### config.mk
export PLATFORM = sky130hd
export DESIGN_NAME = mbs_bus_bridge
export DESIGN_NICKNAME = d
export VERILOG_FILES = /design/src/rtl/mbs_pkg.sv /design/src/rtl/mbs_addr_capture.sv /design/src/rtl/mbs_wr_assembler.sv /design/src/rtl/mbs_rd_server.sv /design/src/rtl/mbs_bus_bridge.sv
export SDC_FILE = /design/constraint.sdc
export NUM_CORES = 1
export LEC_CHECK = 0
export BUFFER_PORTS_ARGS = -buffer_cell sky130_fd_sc_hd__buf_2
export CAP_MARGIN = 20
export CELL_PAD_IN_SITES_DETAIL_PLACEMENT = 0
export CELL_PAD_IN_SITES_GLOBAL_PLACEMENT = 1
export CORE_MARGIN = 5
export CORE_UTILIZATION = 42
export DETAILED_ROUTE_END_ITERATION = 8
export PLACE_DENSITY = 0.81
export SLEW_MARGIN = 20
export SYNTH_ARGS = -nofsm -noshare
export SYNTH_HDL_FRONTEND = slang
export SYNTH_SLANG_ARGS = --single-unit
### constraint.sdc
create_clock -name clk -period 3.27 [get_ports clk]
set_input_delay 0.8175 -clock clk [delete_from_list [all_inputs] [get_ports clk]]
set_output_delay 0.8175 -clock clk [all_outputs]
set_load 0.05 [all_outputs]
### src/rtl/mbs_pkg.sv
// Package: shared widths of the byte-lane bridge.
// Assumes the address and data widths are whole multiples of the lane width.
package mbs_pkg;
    localparam int unsigned MBS_LANE_W = 8;
    localparam int unsigned MBS_ADDR_W = 24;
    localparam int unsigned MBS_DATA_W = 32;
endpackage

### src/rtl/mbs_addr_capture.sv
// Module: collects address bytes into the word address and advances it
// during bursts. A new address strobe after a high cycle restarts capture.
// Assumes word_inc never coincides with an address cycle.
module mbs_addr_capture
    import mbs_pkg::*;
#(
    parameter int unsigned ADDR_W = MBS_ADDR_W,
    parameter int unsigned LANE_W = MBS_LANE_W
) (
    input  logic              clk,
    input  logic              rst_n,
    input  logic              ale_n,
    input  logic              den_n,
    input  logic [LANE_W-1:0] lane_in,
    input  logic              word_inc,
    output logic [ADDR_W-1:0] word_addr,
    output logic              addr_done
);
    localparam int unsigned NB = ADDR_W / LANE_W;
    localparam int unsigned CW = $clog2(NB + 1);

    logic [CW-1:0] acnt;
    logic [CW-1:0] idx;
    logic          ale_q;

    // Byte slot for this cycle: a fresh strobe restarts at the top byte.
    always_comb idx = (!ale_n && ale_q) ? '0 : acnt;

    // Shift in address bytes, clear the count on idle, step during bursts.
    always_ff @(posedge clk) begin
        if (!rst_n) begin
            acnt      <= '0;
            ale_q     <= 1'b1;
            word_addr <= '0;
            addr_done <= 1'b0;
        end else begin
            ale_q     <= ale_n;
            addr_done <= 1'b0;
            if (!ale_n) begin
                if (idx < CW'(NB)) begin
                    word_addr <= {word_addr[ADDR_W-LANE_W-1:0], lane_in};
                    acnt      <= idx + 1'b1;
                    addr_done <= (idx == CW'(NB - 1));
                end
            end else begin
                if (den_n) begin
                    acnt <= '0;
                end
                if (word_inc) begin
                    word_addr <= word_addr + 1'b1;
                end
            end
        end
    end

    AST_ADDR_STEP: assert property (@(posedge clk) disable iff (!rst_n)
        (ale_n && word_inc) |=> (word_addr == $past(word_addr) + 1'b1));

    AST_ADDR_DONE_ONCE: assert property (@(posedge clk) disable iff (!rst_n)
        addr_done |=> !addr_done);
endmodule

### src/rtl/mbs_wr_assembler.sv
// Module: packs written bytes into words, top byte first, and issues one
// write request per word in the cycle after its last byte.
// Assumes the word address is stable until word_inc takes effect.
module mbs_wr_assembler
    import mbs_pkg::*;
#(
    parameter int unsigned ADDR_W = MBS_ADDR_W,
    parameter int unsigned DATA_W = MBS_DATA_W,
    parameter int unsigned LANE_W = MBS_LANE_W
) (
    input  logic              clk,
    input  logic              rst_n,
    input  logic              ale_n,
    input  logic              den_n,
    input  logic              wr,
    input  logic [LANE_W-1:0] lane_in,
    input  logic [ADDR_W-1:0] word_addr,
    output logic              wr_req,
    output logic [ADDR_W-1:0] wr_addr,
    output logic [DATA_W-1:0] wr_data,
    output logic              word_inc
);
    localparam int unsigned NB = DATA_W / LANE_W;
    localparam int unsigned CW = $clog2(NB);

    logic [CW-1:0]     dcnt;
    logic [DATA_W-1:0] shreg;
    logic              take;
    logic              last;

    // Decode a write data cycle and the last byte of a word.
    always_comb begin
        take     = !den_n && wr && ale_n;
        last     = take && (dcnt == CW'(NB - 1));
        word_inc = last;
    end

    // Count and shift bytes; launch the write on the final byte.
    always_ff @(posedge clk) begin
        if (!rst_n) begin
            dcnt    <= '0;
            shreg   <= '0;
            wr_req  <= 1'b0;
            wr_addr <= '0;
            wr_data <= '0;
        end else begin
            wr_req <= 1'b0;
            if (!ale_n || den_n) begin
                dcnt <= '0;
            end else if (take) begin
                shreg <= {shreg[DATA_W-LANE_W-1:0], lane_in};
                if (last) begin
                    dcnt    <= '0;
                    wr_req  <= 1'b1;
                    wr_data <= {shreg[DATA_W-LANE_W-1:0], lane_in};
                    wr_addr <= word_addr;
                end else begin
                    dcnt <= dcnt + 1'b1;
                end
            end
        end
    end

    AST_WR_ONE_CYCLE: assert property (@(posedge clk) disable iff (!rst_n)
        wr_req |=> !wr_req);

    AST_WR_AFTER_BYTE: assert property (@(posedge clk) disable iff (!rst_n)
        wr_req |-> $past(!den_n && wr));

    AST_IDLE_CLEARS: assert property (@(posedge clk) disable iff (!rst_n)
        (ale_n && den_n) |=> (dcnt == '0));
endmodule

### src/rtl/mbs_rd_server.sv
// Module: fetches read words and drives them, top byte first, onto the lane.
// It prefetches the next word on the last byte of each word.
// Assumes a combinational read port: rd_data_in follows rd_addr in-cycle.
module mbs_rd_server
    import mbs_pkg::*;
#(
    parameter int unsigned ADDR_W = MBS_ADDR_W,
    parameter int unsigned DATA_W = MBS_DATA_W,
    parameter int unsigned LANE_W = MBS_LANE_W
) (
    input  logic              clk,
    input  logic              rst_n,
    input  logic              ale_n,
    input  logic              den_n,
    input  logic              wr,
    input  logic              fetch_first,
    input  logic [ADDR_W-1:0] word_addr,
    input  logic [DATA_W-1:0] rd_data_in,
    output logic              rd_req,
    output logic [ADDR_W-1:0] rd_addr,
    output logic [LANE_W-1:0] lane_out,
    output logic              lane_oe,
    output logic              word_inc
);
    localparam int unsigned NB = DATA_W / LANE_W;
    localparam int unsigned CW = $clog2(NB);

    logic [CW-1:0]     dcnt;
    logic [DATA_W-1:0] hold;
    logic              give;
    logic              last;

    // Decode read data cycles, the request and its address.
    always_comb begin
        give     = !den_n && !wr && ale_n;
        last     = give && (dcnt == CW'(NB - 1));
        word_inc = last;
        rd_req   = fetch_first || last;
        rd_addr  = fetch_first ? word_addr : word_addr + 1'b1;
        lane_oe  = !den_n && !wr;
    end

    // Select the byte for this data cycle, top byte first.
    always_comb lane_out = hold[(NB - 1 - int'(dcnt)) * LANE_W +: LANE_W];

    // Load fetched words and step the byte count.
    always_ff @(posedge clk) begin
        if (!rst_n) begin
            dcnt <= '0;
            hold <= '0;
        end else begin
            if (rd_req) begin
                hold <= rd_data_in;
            end
            if (!ale_n || den_n) begin
                dcnt <= '0;
            end else if (give) begin
                dcnt <= last ? '0 : dcnt + 1'b1;
            end
        end
    end

    AST_FETCH_AFTER_ADDR: assert property (@(posedge clk) disable iff (!rst_n)
        fetch_first |-> $past(!ale_n));
endmodule

### src/rtl/mbs_bus_bridge.sv
// Module: top of the byte-lane bridge. It joins address capture, write
// assembly and read serving onto one internal request port.
// Assumes the master keeps the direction stable through a transaction and
// leaves one idle cycle between the address and the data of a read.
module mbs_bus_bridge
    import mbs_pkg::*;
#(
    parameter int unsigned ADDR_W = MBS_ADDR_W,
    parameter int unsigned DATA_W = MBS_DATA_W,
    parameter int unsigned LANE_W = MBS_LANE_W
) (
    input  logic              clk,
    input  logic              rst_n,
    input  logic              bus_ale_n,
    input  logic              bus_den_n,
    input  logic              bus_wr,
    input  logic [LANE_W-1:0] bus_d_in,
    output logic [LANE_W-1:0] bus_d_out,
    output logic              bus_d_oe,
    output logic [ADDR_W-1:0] reg_addr,
    output logic [DATA_W-1:0] reg_wdata,
    output logic              reg_we,
    output logic              reg_re,
    input  logic [DATA_W-1:0] reg_rdata
);
    logic [ADDR_W-1:0] word_addr;
    logic              addr_done;
    logic              inc_w;
    logic              inc_r;
    logic              word_inc;
    logic              fetch_first;
    logic [ADDR_W-1:0] wr_addr;
    logic [ADDR_W-1:0] rd_addr;
    logic              rd_req;

    // Combine the step requests and detect the first fetch of a read.
    always_comb begin
        word_inc    = inc_w || inc_r;
        fetch_first = addr_done && !bus_wr;
    end

    mbs_addr_capture #(.ADDR_W(ADDR_W), .LANE_W(LANE_W)) u_addr (
        .clk       (clk),
        .rst_n     (rst_n),
        .ale_n     (bus_ale_n),
        .den_n     (bus_den_n),
        .lane_in   (bus_d_in),
        .word_inc  (word_inc),
        .word_addr (word_addr),
        .addr_done (addr_done)
    );

    mbs_wr_assembler #(.ADDR_W(ADDR_W), .DATA_W(DATA_W), .LANE_W(LANE_W)) u_wr (
        .clk       (clk),
        .rst_n     (rst_n),
        .ale_n     (bus_ale_n),
        .den_n     (bus_den_n),
        .wr        (bus_wr),
        .lane_in   (bus_d_in),
        .word_addr (word_addr),
        .wr_req    (reg_we),
        .wr_addr   (wr_addr),
        .wr_data   (reg_wdata),
        .word_inc  (inc_w)
    );

    mbs_rd_server #(.ADDR_W(ADDR_W), .DATA_W(DATA_W), .LANE_W(LANE_W)) u_rd (
        .clk         (clk),
        .rst_n       (rst_n),
        .ale_n       (bus_ale_n),
        .den_n       (bus_den_n),
        .wr          (bus_wr),
        .fetch_first (fetch_first),
        .word_addr   (word_addr),
        .rd_data_in  (reg_rdata),
        .rd_req      (rd_req),
        .rd_addr     (rd_addr),
        .lane_out    (bus_d_out),
        .lane_oe     (bus_d_oe),
        .word_inc    (inc_r)
    );

    // Route the request address from whichever side is active.
    always_comb begin
        reg_re   = rd_req;
        reg_addr = reg_we ? wr_addr : rd_addr;
    end

    AST_REQ_EXCLUSIVE: assert property (@(posedge clk) disable iff (!rst_n)
        !(reg_we && reg_re));

    AST_NO_DRIVE_ON_WRITE: assert property (@(posedge clk) disable iff (!rst_n)
        reg_we |-> !bus_d_oe);
endmodule

==> metrics.cfg <==
[cts]
clk_path_buf_depth = 2
clock_latency_ns = 0.42
holdBufCountCts = 0
cts-root-buf = clkbuf_16
cts_tree = built
clock-sinks = 145
htreeDepth = 4
clkSlewWorstSetupHoldPaths_ns = 0.06
cts_inserted_buffers = 17

[drt]
drcViolationCount = 0
first_pass_iters = 5
wire_per_inst_um = 15.9
routed_via_density = 5.33
via_count = 6454
ant_nets = 0
wl_um = 19200
drtIter0Drc = 419

[layout]
syn_to_final_growth_pct = 25.3
fin_area_mm2 = 0.00879
fillCellCount = 1629
drive_above_1_share = 0.244
antennaDiodeCount = 0
final_nets = 1029

[placed_design]
placed_cell_area_mm2 = 0.00805
port-buffer-count = 111
pre_cts_ws_ns = 0.0487
place_hpwl_um = 13000
gp_congestion = 0.875

[global_routing]
antenna_found_initial = 1
grt_remaining_overflow = 0
grtUsageTotal = 0.196
grt_max_degree = 70
grt_first_pass_wirelength_um = 31400
grt_pass1_vias = 6174

[floorplan]
row_count = 47
ios = 112
dieArea_mm2 = 0.0194
die_w_um = 139
core_area_mm2 = 0.0165
start_util = 0.426
die_h_um = 139

[synthesis]
ys_types = 58
synth_top_area_frac = 0.414
synth_area_mm2 = 0.00702
synth-edff-count = 0
syn_area_per_cell_um2 = 7.97
synth_warnings = 0
synth_nets = 930
synth-async-reset-ratio = 0
synth-main-ff-cell = dfxtp_1
ys_seq_area_frac = 0.414
synth_top_area_cell = dfxtp_1
yosys-top-cells-area = dfxtp_1 41%, nand2_1 14%, a21boi_0 13%
synthCells = 880
ys_seq_elements = 145

[power]
seqPwrFrac = 0.451
power.leakage_nw = 3.19
p_clk_frac = 0.474
power.density_mw_per_mm2 = 457
switching_share = 0.252
peakVddDrop_mv = 0.348
pwr-share-comb = 0.075
internal-power_mw = 3.00
p_switching_mw = 1.01

[critical_path]
critPathCaptureType = primary output
worst-endpoint-arrival_ns = 2.44
cp.required_ns = 2.45
path_max_fanout = 8
critPathLaunchType = flip-flop
worstSetupPathType = reg2out

[sta]
whs_ns = 0.460
setup_viol = 0
final.period_utilization = 0.995
rsz0062_at_grt = yes
max_clock_freq_mhz = 307
tightestPinTransition_ns = 0.824
skew_ns = 0.00790
slew_headroom = 0.449
finalWorstSetupSlack_ns = 0.0156
hold_viol_final = 0
drv_slew = 0
fin_tns_setup_ns = 0
period_needed_ns = 3.25

[job]
maxCapViolations = 0

[hold_path]
hp-class = reg2reg

[run_status]
outcome = complete, no violations

synthesized netlist by cell type (4+ instances only):
cell / n
nand2_1: 265
nor2b_1: 8
nor2_1: 28
mux2i_1: 5
a31oi_1: 17
o31a_1: 4
or4_1: 11
and2_1: 6
inv_1: 7
xnor2_1: 5
buf_4: 6
clkbuf_1: 58
a211oi_1: 4
o221ai_1: 4
buf_2: 10
o211ai_1: 6
nand4_1: 11
mux4_2: 8
and3_1: 4
nor3_1: 16
o31ai_1: 8
xor2_1: 4
ha_1: 5
a21oi_1: 9
dfxtp_1: 145
o21ai_0: 33
buf_1: 5
a311oi_1: 5
a21boi_0: 121
nand3_1: 13
nor4_1: 6
per-layer routing:
metal / wire length, µm / share of wire / GRT usage
met1: 8640 / 0.45 / 0.247
met2: 9560 / 0.50 / 0.340
met3: 806 / 0.042 / 0.0419
met4: 201 / 0.010 / 0.0546
met5: 13 / 0.00068 / 0
critical path, cell delays in order (launching register included):
cell     delay [ns]
dfxtp_2        0.35
ha_4           0.15
nand3_4        0.07
or4_4          0.61
or4_4          0.46
a31oi_4        0.19
buf_6          0.18
power groups by stage:
stage | Sequential [mW] | Combinational, mW | Clock [mW]
CTS | 1.81 | 0.300 | 1.94
detailed placement | 1.85 | 0.293 | 0
floorplan | 1.84 | 0.205 | 0
finish | 1.81 | 0.301 | 1.90
global placement | 1.85 | 0.293 | 0
global route | 1.81 | 0.324 | 2.03
cell usage in the layout, fill, tap and decap left out, types with 6 or more instances in the layout:
master / netlist / layout
nor3_1: 16 / 16
a21boi_0: 121 / 121
buf_6: 0 / 8
inv_1: 7 / 7
buf_2: 10 / 98
nand2_1: 265 / 264
nor2_1: 28 / 28
nand4_1: 11 / 11
mux4_2: 8 / 8
dfxtp_1: 145 / 142
nor2b_1: 8 / 8
or4_4: 0 / 9
o21ai_1: 2 / 12
o21ai_0: 33 / 22
buf_4: 6 / 49
a31oi_4: 0 / 10
clkbuf_16: 0 / 17
a21oi_1: 9 / 9
nand3_1: 13 / 13
o211ai_1: 6 / 6
sequential cells by signal, summed over array words and instances (netlist names):
signal,cells
u_rd.dcnt,2
u_addr.acnt,2
u_wr.dcnt,2
u_rd.hold,32
u_wr.wr_req,1
u_addr.ale_q,1
u_wr.wr_data,32
u_addr.addr_done,1
u_wr.shreg,24
u_addr.word_addr,24
u_wr.wr_addr,24
cell type report:
type / instances / area [µm²] / area share
tap: 220 / 275 / 0.0313
clock inverter: 13 / 128 / 0.0145
sequential: 145 / 2910 / 0.331
inverter: 9 / 33.8 / 0.00384
clock buffer: 19 / 453 / 0.0515
multi-input combinational: 646 / 3980 / 0.453
timing repair buffer: 160 / 1010 / 0.115
kinds of logic (layout without fill, tap and decap cells):
| family | Yosys count | count (layout) | synth area share |
|---|---|---|---|
| AOI/OAI and AO/OA | 229 | 229 | 0.231 |
| adders and majority gates | 5 | 5 | 0.00891 |
| DFF | 145 | 145 | 0.414 |
| muxes | 14 | 14 | 0.0344 |
| xor gates and xnor gates | 9 | 9 | 0.0112 |
| buffers and inverters | 89 | 201 | 0.0528 |
| and+or+nand+nor | 389 | 389 | 0.249 |
worst paths after layout:
kind | cells after the start | start | endpoint | slack (ns)
max | 6 | u_addr.word_addr[1] | reg_addr[18] | 0.02
max reg2reg | 5 | u_rd.dcnt[0] | u_addr.word_addr[12] | 0.86
min | 2 | u_wr.wr_addr[12] | u_wr.wr_addr[12] | 0.46
min reg2reg | 2 | u_wr.wr_addr[12] | u_wr.wr_addr[12] | 0.46
stage by stage:
step / power [mW] / util / cells
6_report: 4.02 / 0.534 / 1212
5_1_grt: 4.16 / 0.534 / 1212
4_1_cts: 4.05 / 0.529 / 1209
3_5_place_dp: 2.14 / 0.489 / 1176
3_3_place_gp: 2.14 / 0.489 / 1176
2_1_floorplan: 2.04 / - / 880
timing repair:
| item | 4_1_cts | 5_1_grt |
|---|---|---|
| resized for setup | 24 | 18 |
| pin swaps | 5 | 4 |
| setup endpoints to repair | 8 | 14 |
| setup buffers | 1 | 3 |
Note: power is estimated with default switching activity, not from simulation.
